[config.mk]
export PLATFORM = sky130hd
export DESIGN_NAME = intseq_top
export DESIGN_NICKNAME = d
export VERILOG_FILES = /design/src/rtl/intseq_pkg.sv /design/src/rtl/intseq_grant.sv /design/src/rtl/intseq_ackdrv.sv /design/src/rtl/intseq_top.sv
export SDC_FILE = /design/constraint.sdc
export NUM_CORES = 1
export LEC_CHECK = 0
export BUFFER_PORTS_ARGS = -buffer_cell sky130_fd_sc_hd__buf_2
export CAP_MARGIN = 20
export CORE_MARGIN = 8
export CORE_UTILIZATION = 45
export CTS_BUF_LIST = sky130_fd_sc_hd__clkbuf_4
export CTS_CLUSTER_SIZE = 25
export DETAILED_ROUTE_END_ITERATION = 10
export GPL_TIMING_DRIVEN = 0
export PLACE_DENSITY_LB_ADDON = 0.15
export SYNTH_ARGS = -nofsm -noshare
export SYNTH_HDL_FRONTEND = slang
export SYNTH_SLANG_ARGS = --single-unit
export TNS_END_PERCENT = 30
[constraint.sdc]
create_clock -name clk -period 3.25 [get_ports clk]
set_input_delay 0.65 -clock clk [delete_from_list [all_inputs] [get_ports clk]]
set_output_delay 0.65 -clock clk [all_outputs]
set_load 0.01 [all_outputs]
[src/rtl/intseq_pkg.sv]
package intseq_pkg;

  typedef enum logic [2:0] {
    S_IDLE, S_PUSH_PC, S_PUSH_SR, S_IACK, S_VFETCH, S_POP_SR, S_POP_PC
  } seq_state_t;

  // level 7 passes any mask; other levels must exceed it
  function automatic logic grant_ok(input logic [2:0] lvl, input logic [2:0] mask);
    return (lvl != 3'd0) && ((lvl == 3'd7) || (lvl > mask));
  endfunction

  function automatic logic [7:0] pick_vec(input logic autov, input logic [7:0] dv,
                                          input logic [2:0] lvl, input int base);
    return autov ? (8'(base) + {5'b0, lvl}) : dv;
  endfunction

  function automatic logic [31:0] tbl_addr(input logic [7:0] v);
    return {22'b0, v, 2'b00};
  endfunction

  function automatic logic [15:0] set_mask(input logic [15:0] sr, input logic [2:0] lvl);
    return {sr[15:11], lvl, sr[7:0]};
  endfunction

endpackage

[src/rtl/intseq_grant.sv]
module intseq_grant
  import intseq_pkg::*;
(
  input  logic [2:0] lvl,
  input  logic [2:0] mask,
  output logic       ok
);
  assign ok = grant_ok(lvl, mask);

  always_comb begin
    // a zero level is never a request
    a_zero_r1: assert (!(ok && lvl == 3'd0));
  end
endmodule

[src/rtl/intseq_ackdrv.sv]
module intseq_ackdrv #(
  parameter int NLVL = 7
) (
  input  logic            clk,
  input  logic            rst_n,
  input  logic            active,
  input  logic [2:0]      lvl,
  output logic [NLVL-1:0] iack_n
);
  for (genvar i = 0; i < NLVL; i++) begin : g_line
    assign iack_n[i] = !(active && (lvl == 3'(i + 1)));
  end

  // never more than one acknowledge line low
  p_iack_onehot_r4: assert property (@(posedge clk) disable iff (!rst_n)
    $onehot0(~iack_n));
endmodule

[src/rtl/intseq_top.sv]
module intseq_top
  import intseq_pkg::*;
#(
  parameter int NLVL      = 7,
  parameter int AUTO_BASE = 24
) (
  input  logic            clk,
  input  logic            rst_n,
  input  logic [2:0]      irq_lvl,
  input  logic            insn_done,
  input  logic            rte_req,
  input  logic [31:0]     cur_pc,
  input  logic [15:0]     cur_sr,
  input  logic [31:0]     cur_sp,
  output logic [NLVL-1:0] iack_n,
  input  logic            dev_vec_valid,
  input  logic [7:0]      dev_vec,
  input  logic            dev_auto,
  output logic            mem_req,
  output logic            mem_we,
  output logic            mem_long,
  output logic [31:0]     mem_addr,
  output logic [31:0]     mem_wdata,
  input  logic            mem_ack,
  input  logic [31:0]     mem_rdata,
  output logic            ctx_load,
  output logic [31:0]     new_pc,
  output logic [15:0]     new_sr,
  output logic [31:0]     new_sp,
  output logic            busy
);
  localparam logic [31:0] PC_BYTES = 32'd4;
  localparam logic [31:0] SR_BYTES = 32'd2;
  localparam logic [31:0] FRAME    = PC_BYTES + SR_BYTES;

  seq_state_t  state;
  logic [2:0]  lvl_q;
  logic [31:0] pc_q, sp_q;
  logic [15:0] sr_q;
  logic [7:0]  vec_q;
  logic        was_rte;

  // named internal events
  logic grant_hit, take_irq, take_rte, acc_done, dev_answer, in_iack;

  intseq_grant u_grant (.lvl(irq_lvl), .mask(cur_sr[10:8]), .ok(grant_hit));

  assign take_rte   = (state == S_IDLE) && insn_done && rte_req;
  assign take_irq   = (state == S_IDLE) && insn_done && !rte_req && grant_hit;
  assign acc_done   = mem_req && mem_ack;
  assign dev_answer = dev_auto || dev_vec_valid;
  assign in_iack    = (state == S_IACK);
  assign busy       = (state != S_IDLE);

  intseq_ackdrv #(.NLVL(NLVL)) u_ack (
    .clk(clk), .rst_n(rst_n), .active(in_iack), .lvl(lvl_q), .iack_n(iack_n));

  always_comb begin
    mem_req   = 1'b0;
    mem_we    = 1'b0;
    mem_long  = 1'b0;
    mem_addr  = '0;
    mem_wdata = '0;
    unique case (state)
      S_PUSH_PC: begin
        mem_req = 1'b1; mem_we = 1'b1; mem_long = 1'b1;
        mem_addr = sp_q - PC_BYTES; mem_wdata = pc_q;
      end
      S_PUSH_SR: begin
        mem_req = 1'b1; mem_we = 1'b1;
        mem_addr = sp_q - FRAME; mem_wdata = {16'h0, sr_q};
      end
      S_VFETCH: begin
        mem_req = 1'b1; mem_long = 1'b1; mem_addr = tbl_addr(vec_q);
      end
      S_POP_SR: begin
        mem_req = 1'b1; mem_addr = sp_q;
      end
      S_POP_PC: begin
        mem_req = 1'b1; mem_long = 1'b1; mem_addr = sp_q + SR_BYTES;
      end
      default: ;
    endcase
  end

  always_ff @(posedge clk or negedge rst_n) begin
    if (!rst_n) begin
      state    <= S_IDLE;
      lvl_q    <= '0;
      pc_q     <= '0;
      sp_q     <= '0;
      sr_q     <= '0;
      vec_q    <= '0;
      was_rte  <= 1'b0;
      ctx_load <= 1'b0;
      new_pc   <= '0;
      new_sr   <= '0;
      new_sp   <= '0;
    end else begin
      ctx_load <= 1'b0;
      unique case (state)
        S_IDLE: begin
          if (take_rte) begin
            sp_q    <= cur_sp;
            was_rte <= 1'b1;
            state   <= S_POP_SR;
          end else if (take_irq) begin
            lvl_q   <= irq_lvl;
            pc_q    <= cur_pc;
            sr_q    <= cur_sr;
            sp_q    <= cur_sp;
            was_rte <= 1'b0;
            state   <= S_PUSH_PC;
          end
        end
        S_PUSH_PC: if (acc_done) state <= S_PUSH_SR;
        S_PUSH_SR: if (acc_done) state <= S_IACK;
        S_IACK: if (dev_answer) begin
          vec_q <= pick_vec(dev_auto, dev_vec, lvl_q, AUTO_BASE);
          state <= S_VFETCH;
        end
        S_VFETCH: if (acc_done) begin
          new_pc   <= mem_rdata;
          new_sr   <= set_mask(sr_q, lvl_q);
          new_sp   <= sp_q - FRAME;
          ctx_load <= 1'b1;
          state    <= S_IDLE;
        end
        S_POP_SR: if (acc_done) begin
          sr_q  <= mem_rdata[15:0];
          state <= S_POP_PC;
        end
        S_POP_PC: if (acc_done) begin
          new_pc   <= mem_rdata;
          new_sr   <= sr_q;
          new_sp   <= sp_q + FRAME;
          ctx_load <= 1'b1;
          state    <= S_IDLE;
        end
        default: state <= S_IDLE;
      endcase
    end
  end

  // a qualifying request starts the push sequence
  p_grant_take_r1: assert property (@(posedge clk) disable iff (!rst_n)
    (state == S_IDLE && insn_done && !rte_req && irq_lvl != 3'd0 &&
     (irq_lvl == 3'd7 || irq_lvl > cur_sr[10:8])) |=> state == S_PUSH_PC);
  // a masked request leaves the block idle
  p_grant_block_r1: assert property (@(posedge clk) disable iff (!rst_n)
    (state == S_IDLE && insn_done && !rte_req &&
     !(irq_lvl == 3'd7 || (irq_lvl != 3'd0 && irq_lvl > cur_sr[10:8]))) |=> state == S_IDLE);
  // nothing starts without the instruction-done strobe
  p_wait_done_r2: assert property (@(posedge clk) disable iff (!rst_n)
    (state == S_IDLE && !insn_done) |=> state == S_IDLE);
  // program counter push is followed by status push
  p_push_order_r3: assert property (@(posedge clk) disable iff (!rst_n)
    (state == S_PUSH_PC && mem_ack) |=> state == S_PUSH_SR);
  // acknowledge only while awaiting the device
  p_iack_window_r4: assert property (@(posedge clk) disable iff (!rst_n)
    (~iack_n != '0) |-> (state == S_IACK && !mem_req));
  // mask field raised to the granted level
  p_mask_raise_r7: assert property (@(posedge clk) disable iff (!rst_n)
    (ctx_load && !was_rte) |-> new_sr[10:8] == lvl_q);
  // return command wins over a pending request
  p_rte_first_r8: assert property (@(posedge clk) disable iff (!rst_n)
    (state == S_IDLE && insn_done && rte_req) |=> state == S_POP_SR);
  // request held with a stable address until acknowledged
  p_req_hold_r9: assert property (@(posedge clk) disable iff (!rst_n)
    (mem_req && !mem_ack) |=> (mem_req && $stable(mem_addr)));
  // no load pulse while a sequence is still running
  p_load_idle_r10: assert property (@(posedge clk) disable iff (!rst_n)
    ctx_load |-> state == S_IDLE);
endmodule

== Yosys cells after proc, flatten, opt, wreduce, memory -nomap -nowiden ==
Cells that the tools add are included.

* Register bits after elaboration: 175
* Bits of input ports: 130
* Output and inout bits: 156
* Logic and storage cells: 109

* Add/sub/neg operators: 5
* Magnitude comparators: 1
* Equality and inequality tests: 24
* Muxes and demuxes: 28
* Bitwise logic cells: 1
* Reductions and logical operators: 40

{| class="wikitable"
|+ Operator list
! kind !! count
|-
| case mux 32 bit (5 select lines) || 1
|-
| 2-to-1 mux 32 bit || 4
|-
| case mux 32 bit (2 select lines) || 2
|-
| 2-to-1 mux 16 bit || 5
|-
| case mux 16 bit (2 select lines) || 2
|-
| subtractor 32 x 3 -> 32 bit (second input constant) || 2
|-
| adder 32 x 2 -> 32 bit (second input constant) || 1
|-
| adder 32 x 3 -> 32 bit (second input constant) || 1
|-
| == test 3 bit (second input constant) || 8
|-
| 2-to-1 mux 3 bit || 7
|-
| case mux 3 bit (6 select lines) || 1
|-
| inequality test 2 bit (second input constant) || 8
|-
| logical AND 1 bit || 13
|-
| == test 3 x 2 -> 1 bit (second input constant) || 4
|-
| logical NOT 1 bit || 8
|-
| 2-to-1 mux 8 bit || 1
|-
| adder 5 x 3 -> 6 bit (first input constant) || 1
|-
| == test 3 x 1 -> 1 bit (second input constant) || 2
|-
| AND reduction 2 bit || 3
|-
| AND reduction 3 bit || 2
|-
| AND reduction 6 bit || 1
|-
| nonzero test 2 bit || 3
|-
| nonzero test 3 bit || 2
|-
| 2-to-1 mux 1 bit || 5
|-
| 10 further kinds || 12
|}

== Logic depth before layout (Yosys ltp) ==
Gate-level depths: netlist of run 1.

* Depth in word-level cells: 7
* Depth in mapped cells: 10
* Gate-level depth less buffers: 8

== Hierarchy ==
A second synthesis of run 1 with hierarchy kept.

* Cell total of the unflattened synthesis: 1109
* Area total of the unflattened synthesis: 10288.6 µm²

{| class="wikitable"
|+ Modules (own cells, without submodules)
! module !! times used !! cells each !! area each (µm²) !! sequential area each (µm²)
|-
| intseq_top || 1 || 1088 || 10122.2 || 4379.2
|-
| intseq_grant || 1 || 14 || 100.1 || 0.0
|-
| intseq_ackdrv || 1 || 7 || 66.3 || 0.0
|}

== Least setup slack after synthesis of run 1 ==
No wires, ideal clock.

* Path kind: reg2out
* Start: register sp_q[3]
* End: output mem_addr[28]
* Data arrival time: 2566 ps
* Data required time: 2600 ps
* Setup slack: 34 ps
* Cell stages (with the launch flop): 10
* Buffers on the path: 1
* Cell sequence: dfrtp_1 -> buf_1 -> inv_1 -> ha_1 -> a211oi_1 -> nand4b_1 -> or3_4 -> a221o_1 -> nand2_1 -> nand2_1

* Cells in the longest elaborated chain, start to end: 2
* Elaborated cells between the ends (all ways): 4

{| class="wikitable"
|+ RTL lines
! element !! line !! RTL
|-
| start: declaration || intseq_top.sv:38 || <nowiki>logic [31:0] pc_q, sp_q;</nowiki>
|-
| start signal: assignment || intseq_top.sv:104 || <nowiki>sp_q <= cur_sp;</nowiki>
|-
| start signal: assignment || intseq_top.sv:111 || <nowiki>sp_q <= cur_sp;</nowiki>
|-
| adder 32 x 2 -> 32 bit, or another cell as far along || intseq_top.sv:80 || <nowiki>mem_req = 1'b1; mem_long = 1'b1; mem_addr = sp_q + SR_BYTES;</nowiki>
|-
| case mux 32 bit (5 select lines) (*) || intseq_top.sv:64 || <nowiki>unique case (state)</nowiki>
|-
| end: declaration || intseq_top.sv:22 || <nowiki>output logic [31:0] mem_addr,</nowiki>
|}

Mark *: on every way between the ends. The rest lies on a longest branch, timed or not.

== Worst setup path in the final report of run 1 ==
* Start: register sp_q[24]
* End: output mem_addr[28]

The elaborated chain is that of the path after synthesis.

==> results.yml, run 1 <==
outcome:
  status: "finished with violations"
  violations: "setup timing"
placement:
  place_hpwl_um: 32090
  place_congestion: 1.008
  portBuffers: 283
  dp_cells: 1773
  dpl_cell_area_mm2: 0.01213
global_route:
  grtUsageTotal_pct: 30.40
  grt_max_degree: 118
  grt_pass1_vias: 11310
  antenna_found_initial: 7
  grt_overflow_total: 0
  grt_pass1_wl_um: 66400
worst_hold_path:
  worstHoldPathType: "primary input to flop"
cts:
  cts_tree: "yes"
  ctsRootBufferMaster: "clkbuf_4"
  cts_made_buffers: 17
  clkLatencyLatePin_ns: 0.63
  htree_levels: 4
  clk_pin_slew_ns: 0.19
  clock-sinks: 175
  cts.path.max_buffers: 2
sta:
  rsz0062_at_grt: "true"
  final.period_utilization_pct: 115.5
  finalHoldViolations: 0
  max_freq_mhz: 266.5
  final.setup_skew_ns: 0.06176
  timing.final.crit_period_ns: 3.753
  worst_slack_ns: -0.5027
  setup_viol: 23
  slew_headroom_pct: 40.89
  tightestPinTransition_ns: 0.8799
  drv_slew: 0
yosys:
  synth_area_leaders: "dfrtp_1, nand2_1, mux2_2, o21ai_0, nor2_1"
  avgSynthCellArea_um2: 8.576
  synthDistinctLibCells: 69
  ys_async_sr_fraction_pct: 100.0
  yosys_most_used_dff: "dfrtp_1"
  synth_top_area_cell: "dfrtp_1"
  ys_seq_area_share_pct: 42.44
  yosys.area.top_type_share_pct: 42.44
  ys_seq_elements: 175
  ys_warn_count: 0
  synth_area_mm2: 0.01032
  synth-edff-count: 0
  synth_cells: 1203
  syn_nets: 1342
critical_path:
  crit_top_cell: "or4_4"
  path_buf_inv: 1
  cp.arrival_ns: 3.10
  crit_required_ns: 2.60
  slowest_stage: "dfrtp_2"
  cp_cell_sequence: "or4_4 -> or3_4 -> or4_4 -> nor4b_4 -> a31oi_1 -> nand2_2 -> buf_6"
  critPathLaunchType: "flop"
  cpPeakStageDelay_ns: 0.54
  critPathKind: "flop to primary output"
  cp_top_family: "simple AND/OR/NAND/NOR gates"
  crit_fanout: 10
  end_kind: "primary output"
power_and_ir_drop:
  sw_frac_of_total_pct: 49.69
  seqPwrFrac_pct: 29.9
  power-per-cell-area_mw_per_mm2: 978.1
  power.total_mw: 13.52
  switchingPower_mw: 6.720
  clkPwrFrac_pct: 9.9
  irDropWorstVdd_mv: 0.4535
  p_leak_nw: 6.537
  power_frac_comb_pct: 60.2
  internal_power_mw: 6.804
finish:
  fin_cells: 1865
  fin_area_mm2: 0.01383
  area_growth_pct: 34.02
  finalNetCount: 1702
  final_common_cell: "buf_2"
  layout_common_cells: "buf_2, nand2_1, dfrtp_1"
  layout-drive-gt1-share_pct: 39.53
job:
  max_cap_viol_count: 0
route:
  ant_nets: 0
  drc: 0
  first_pass_iters: 5
  num_vias: 11210
  wl_per_cell_um: 23.52
  via_per_inst: 6.012
  drt-total-wl_um: 43870
  drt_iter0_markers: 1015
floorplan:
  die_width_um: 167.4
  start_util_pct: 45.71
  fp.dieH_um: 167.4
  row_count: 55
  core_mm2: 0.02257
  die-area_mm2: 0.02803
  io-pin-count: 286
-- tightest hold or removal path, cell delays in order --
cell     delay [ns]
buf_2          0.07
nand2_1        0.04
nand2_1        0.04
-- sequential cells by signal, summed over array words and instances (netlist names) --
name / flops
lvl_q: 3
ctx_load: 1
pc_q: 32
state: 3
new_sp: 32
new_sr: 16
sr_q: 16
new_pc: 32
sp_q: 32
vec_q: 8
-- what timing repair did --
action | 4_1_cts | 5_1_grt
gates cloned | 0 | 0
setup buffers | 31 | 33
hold endpoints to repair | 58 | 0
hold buffers | 1 | 0
endpoints found under the setup margin | 72 | 38
gates resized for setup | 192 | 84
pin swaps | 27 | 34
-- layer usage --
layer  global-route usage [%]  part of all wire (%)  vias to the layer above
met2                    48.45                    47                      655
li1                         -                     -                     4989
met5                        0                 0.080                        -
met3                    9.217                   9.5                      156
met4                    15.45                   4.5                        6
met1                    36.79                    39                     5406
-- Yosys cell counts, types with 14 or more instances --
cell	count
nand2_1	255
dfrtp_1	175
o21ai_0	95
nor2_1	72
mux2_2	69
clkbuf_1	65
nand3_1	36
a21oi_1	35
nor3_1	30
and3_1	25
mux2i_1	25
nand4_1	25
inv_1	23
xnor2_1	22
o22ai_1	21
buf_2	20
a31oi_1	18
a22o_1	16
xor2_1	15
nor4_1	14
-- power groups by stage --
stage               Sequential [mW]  Clock [mW]  Combinational (mW)
detailed placement             3.91           0                6.77
global route                   4.16        1.44                8.71
floorplan                      3.94           0                4.01
CTS                            4.01        1.37                7.53
global placement               3.88           0                6.70
finish                         4.04        1.34                8.14
-- final timing paths --
path,slack (ns),cells after the start,to,from
max,-0.50,7,mem_addr[28],sp_q[24]$_DFFE_PN0P_
min,0.21,3,new_pc[20]$_DFFE_PN0P_,mem_rdata[20]
max reg2reg,0.29,9,new_sp[15]$_DFFE_PN0P_,sp_q[1]$_DFFE_PN0P_
min reg2reg,0.49,2,new_sp[12]$_DFFE_PN0P_,new_sp[12]$_DFFE_PN0P_
max in group asynchronous,1.73,3,state[2]$_DFFE_PN0P_,rst_n
min in group asynchronous,0.49,2,sp_q[13]$_DFFE_PN0P_,rst_n
-- stage by stage --
step	setup WS, ns	TNS (ns)	hold slack (ns)	utilization (%)
2_1_floorplan	0.03361	0	0.3544	-
6_report	-0.5027	-4.066	0.2097	61.26
3_3_place_gp	-1.357	-250.52	0.4530	53.56
3_5_place_dp	-0.7797	-15.87	0.4563	53.75
5_1_grt	-0.6214	-6.364	0.1579	61.26
4_1_cts	-0.4713	-3.732	0.1684	59.08
-- cell families (layout without fill, tap and decap cells) --
family,Yosys count,count (layout),synth area share [%]
XOR/XNOR,37,37,3.141
other,0,4,0
buffers and inverters,120,493,4.729
adder cells (fa/ha/maj),9,9,1.091
AO/OA/AOI/OAI,257,257,15.75
multiplexers,94,94,9.956
flip-flops,175,175,42.44
AND/OR/NAND/NOR,511,511,22.88
-- final cells by class --
type | count | area [um2]
Fill cell | 2101 | 8745
Multi-Input combinational cell | 908 | 6161
Sequential cell | 175 | 4395
Timing Repair Buffer | 350 | 1988
Buffer | 87 | 511.7
Tap cell | 285 | 356.6
Clock inverter | 14 | 170.2
Clock buffer | 18 | 135.1
Inverter | 24 | 98.84
Antenna cell | 4 | 10.01
Power figures use the tool's default switching activity.
==> inputs of run 2 (changes only) <==
--- a/config.mk
+++ b/config.mk
@@ -8,7 +8,7 @@
 export BUFFER_PORTS_ARGS = -buffer_cell sky130_fd_sc_hd__buf_2
 export CAP_MARGIN = 20
 export CORE_MARGIN = 8
-export CORE_UTILIZATION = 45
+export CORE_UTILIZATION = 30
 export CTS_BUF_LIST = sky130_fd_sc_hd__clkbuf_4
 export CTS_CLUSTER_SIZE = 25
 export DETAILED_ROUTE_END_ITERATION = 10
@@ -17,4 +17,3 @@
 export SYNTH_ARGS = -nofsm -noshare
 export SYNTH_HDL_FRONTEND = slang
 export SYNTH_SLANG_ARGS = --single-unit
-export TNS_END_PERCENT = 30
==> run 2 against run 1 <==
- the flow still finishes with violations (setup timing)
- clock power up 5%
- power increased by 10%
- largest cell class unchanged
- sequential power about the same
- first-iteration DRC count is 3.8% lower
- flip-flop and latch count did not move
- setup slack got worse by 0.0028 ns
- fmax is essentially flat
- critical endpoint unchanged
- register-to-register slack improved by 0.03 ns
==> results.yml, run 2 (same netlist as run 1, synthesis figures left out) <==
floorplan:
  core_mm2: 0.03420
  start_util_pct: 30.17
  die-area_mm2: 0.04058
  row_count: 68
  io-pin-count: 286
  die_width_um: 201.5
  fp.dieH_um: 201.5
route:
  wl_per_cell_um: 23.52
  ant_nets: 0
  num_vias: 11420
  drt_iter0_markers: 976
  first_pass_iters: 6
  drt-total-wl_um: 49490
  via_per_inst: 5.430
  drc: 0
global_route:
  grtUsageTotal_pct: 23.77
  antenna_found_initial: 13
  use_met3_pct: 7.639
  use_met2_pct: 38.30
  grt.busiest_layer: "met2"
  grt_overflow_total: 0
  grtUsageMet1_pct: 28.89
  grt_max_degree: 106
  grt_pass1_vias: 11790
  grt_pass1_wl_um: 74110
power_and_ir_drop:
  power-per-cell-area_mw_per_mm2: 977.4
  p_leak_nw: 7.113
  irDropWorstVdd_mv: 0.4370
placement:
  pre_cts_slack_ns: -1.046
  portBuffers: 283
  place_congestion: 0.9509
  place_hpwl_um: 36010
  dpl_cell_area_mm2: 0.01235
sta:
  hold_ws_ns: 0.1620
  tns_ns: -6.200
  final.period_utilization_pct: 115.6
  finalHoldViolations: 0
  worst_slack_ns: -0.5055
  final.setup_skew_ns: 0.03056
  slew_headroom_pct: 43.01
  rsz0062_at_grt: "true"
  timing.final.crit_period_ns: 3.755
  max_freq_mhz: 266.3
  setup_viol: 23
  drv_slew: 0
  tightestPinTransition_ns: 0.8471
finish:
  fin_area_mm2: 0.01525
  finalNetCount: 1764
  register_area_mm2: 0.004397
  layout-drive-gt1-share_pct: 46.03
  final_util_pct: 44.59
  multiInputGateArea_mm2: 0.006581
  area_growth_pct: 47.83
  fillers: 3494
  final_common_cell: "buf_2"
  layout_common_cells: "buf_2, nand2_1, dfrtp_1"
cts:
  cts.path.max_buffers: 2
  cts_made_buffers: 17
  clkLatencyLatePin_ns: 0.67
  cts_tree: "yes"
  ctsRootBufferMaster: "clkbuf_4"
  clock-sinks: 175
  clk_pin_slew_ns: 0.17
  htree_levels: 4
critical_path:
  critPathKind: "flop to primary output"
  startpoint: "sp_q[27]$_DFFE_PN0P_"
  end_kind: "primary output"
  crit_fanout: 5
  cp.arrival_ns: 3.11
  ff2ff_setup_slack_ns: 0.32
  crit_required_ns: 2.60
  critPathLaunchType: "flop"
  rr_startpoint: "state[0]$_DFFE_PN0P_"
worst_hold_path:
  worstHoldPathType: "primary input to flop"
  hold_path_startpoint: "mem_rdata[22]"
job:
  max_cap_viol_count: 0
outcome:
  status: "finished with violations"
  violations: "setup timing"
run 2: changes by cell type in the layout (fill, tap and decap cells not counted), moves of 5 or more:
cell,change
buf_4,+32
buf_6,+30
nand2_1,-10
buf_2,-9
o21ai_0,-9
o21ai_2,+8
clkbuf_1,-7
diode_2,+7
nand2_2,+6
nor2_1,-6
o22ai_1,-5
run 2: what timing repair did:
action | 4_1_cts | 5_1_grt
gates resized for setup | 331 | 120
pin swaps | 62 | 71
hold buffers | 1 | 0
endpoints found under the hold margin | 70 | 0
setup endpoints to repair | 77 | 42
buffers inserted | 82 | 47
run 2: per-stage QoR:
| step | power (mW) | cells |
|---|---|---|
| after floorplan | 7.945 | 1203 |
| after global placement | 10.91 | 1941 |
| after detailed placement | 10.95 | 1943 |
| after CTS | 14.19 | 2053 |
| after global routing | 15.83 | 2103 |
| final | 14.91 | 2104 |
run 2: per-layer routing:
layer | share of wire (%) | wire length (um) | up-vias
met5 | 0.12 | 61 | -
li1 | - | - | 5148
met3 | 8.7 | 4330 | 134
met2 | 46 | 22960 | 531
met1 | 40 | 19980 | 5601
met4 | 4.4 | 2162 | 10
run 2: worst paths after layout:
path	end	depth (start not counted)
setup / recovery	mem_addr[28]	8
hold / removal	new_pc[22]$_DFFE_PN0P_	3
setup reg to reg	new_sp[24]$_DFFE_PN0P_	8
hold reg to reg	new_pc[25]$_DFFE_PN0P_	2
max in group asynchronous	state[2]$_DFFE_PN0P_	3
min in group asynchronous	new_sp[13]$_DFFE_PN0P_	2
run 2: report_power, final:
part | total (mW) | leakage, nW | internal, mW | switching (mW)
clock | 1.41 | 0.164 | 0.434 | 0.973
combinational | 9.45 | 4.79 | 4.00 | 5.45
sequential | 4.05 | 2.16 | 3.19 | 0.864
total | 14.9 | 7.11 | 7.62 | 7.28
run 2: worst max-delay path: stages (launching register included):
cell	delay [ns]
dfrtp_1	0.40
buf_6	0.13
or4_4	0.53
or3_4	0.35
or3_4	0.40
a221o_1	0.34
nand2_2	0.09
nand2_4	0.08
buf_6	0.14
run 2: area by class of cell:
class	count	area share, %
Timing Repair Buffer	410	16.76
Clock inverter	15	1.296
Sequential cell	175	28.83
Antenna cell	11	0.1805
Buffer	89	4.528
Inverter	24	0.6891
Multi-Input combinational cell	908	43.15
Clock buffer	17	0.8368
Tap cell	455	3.733
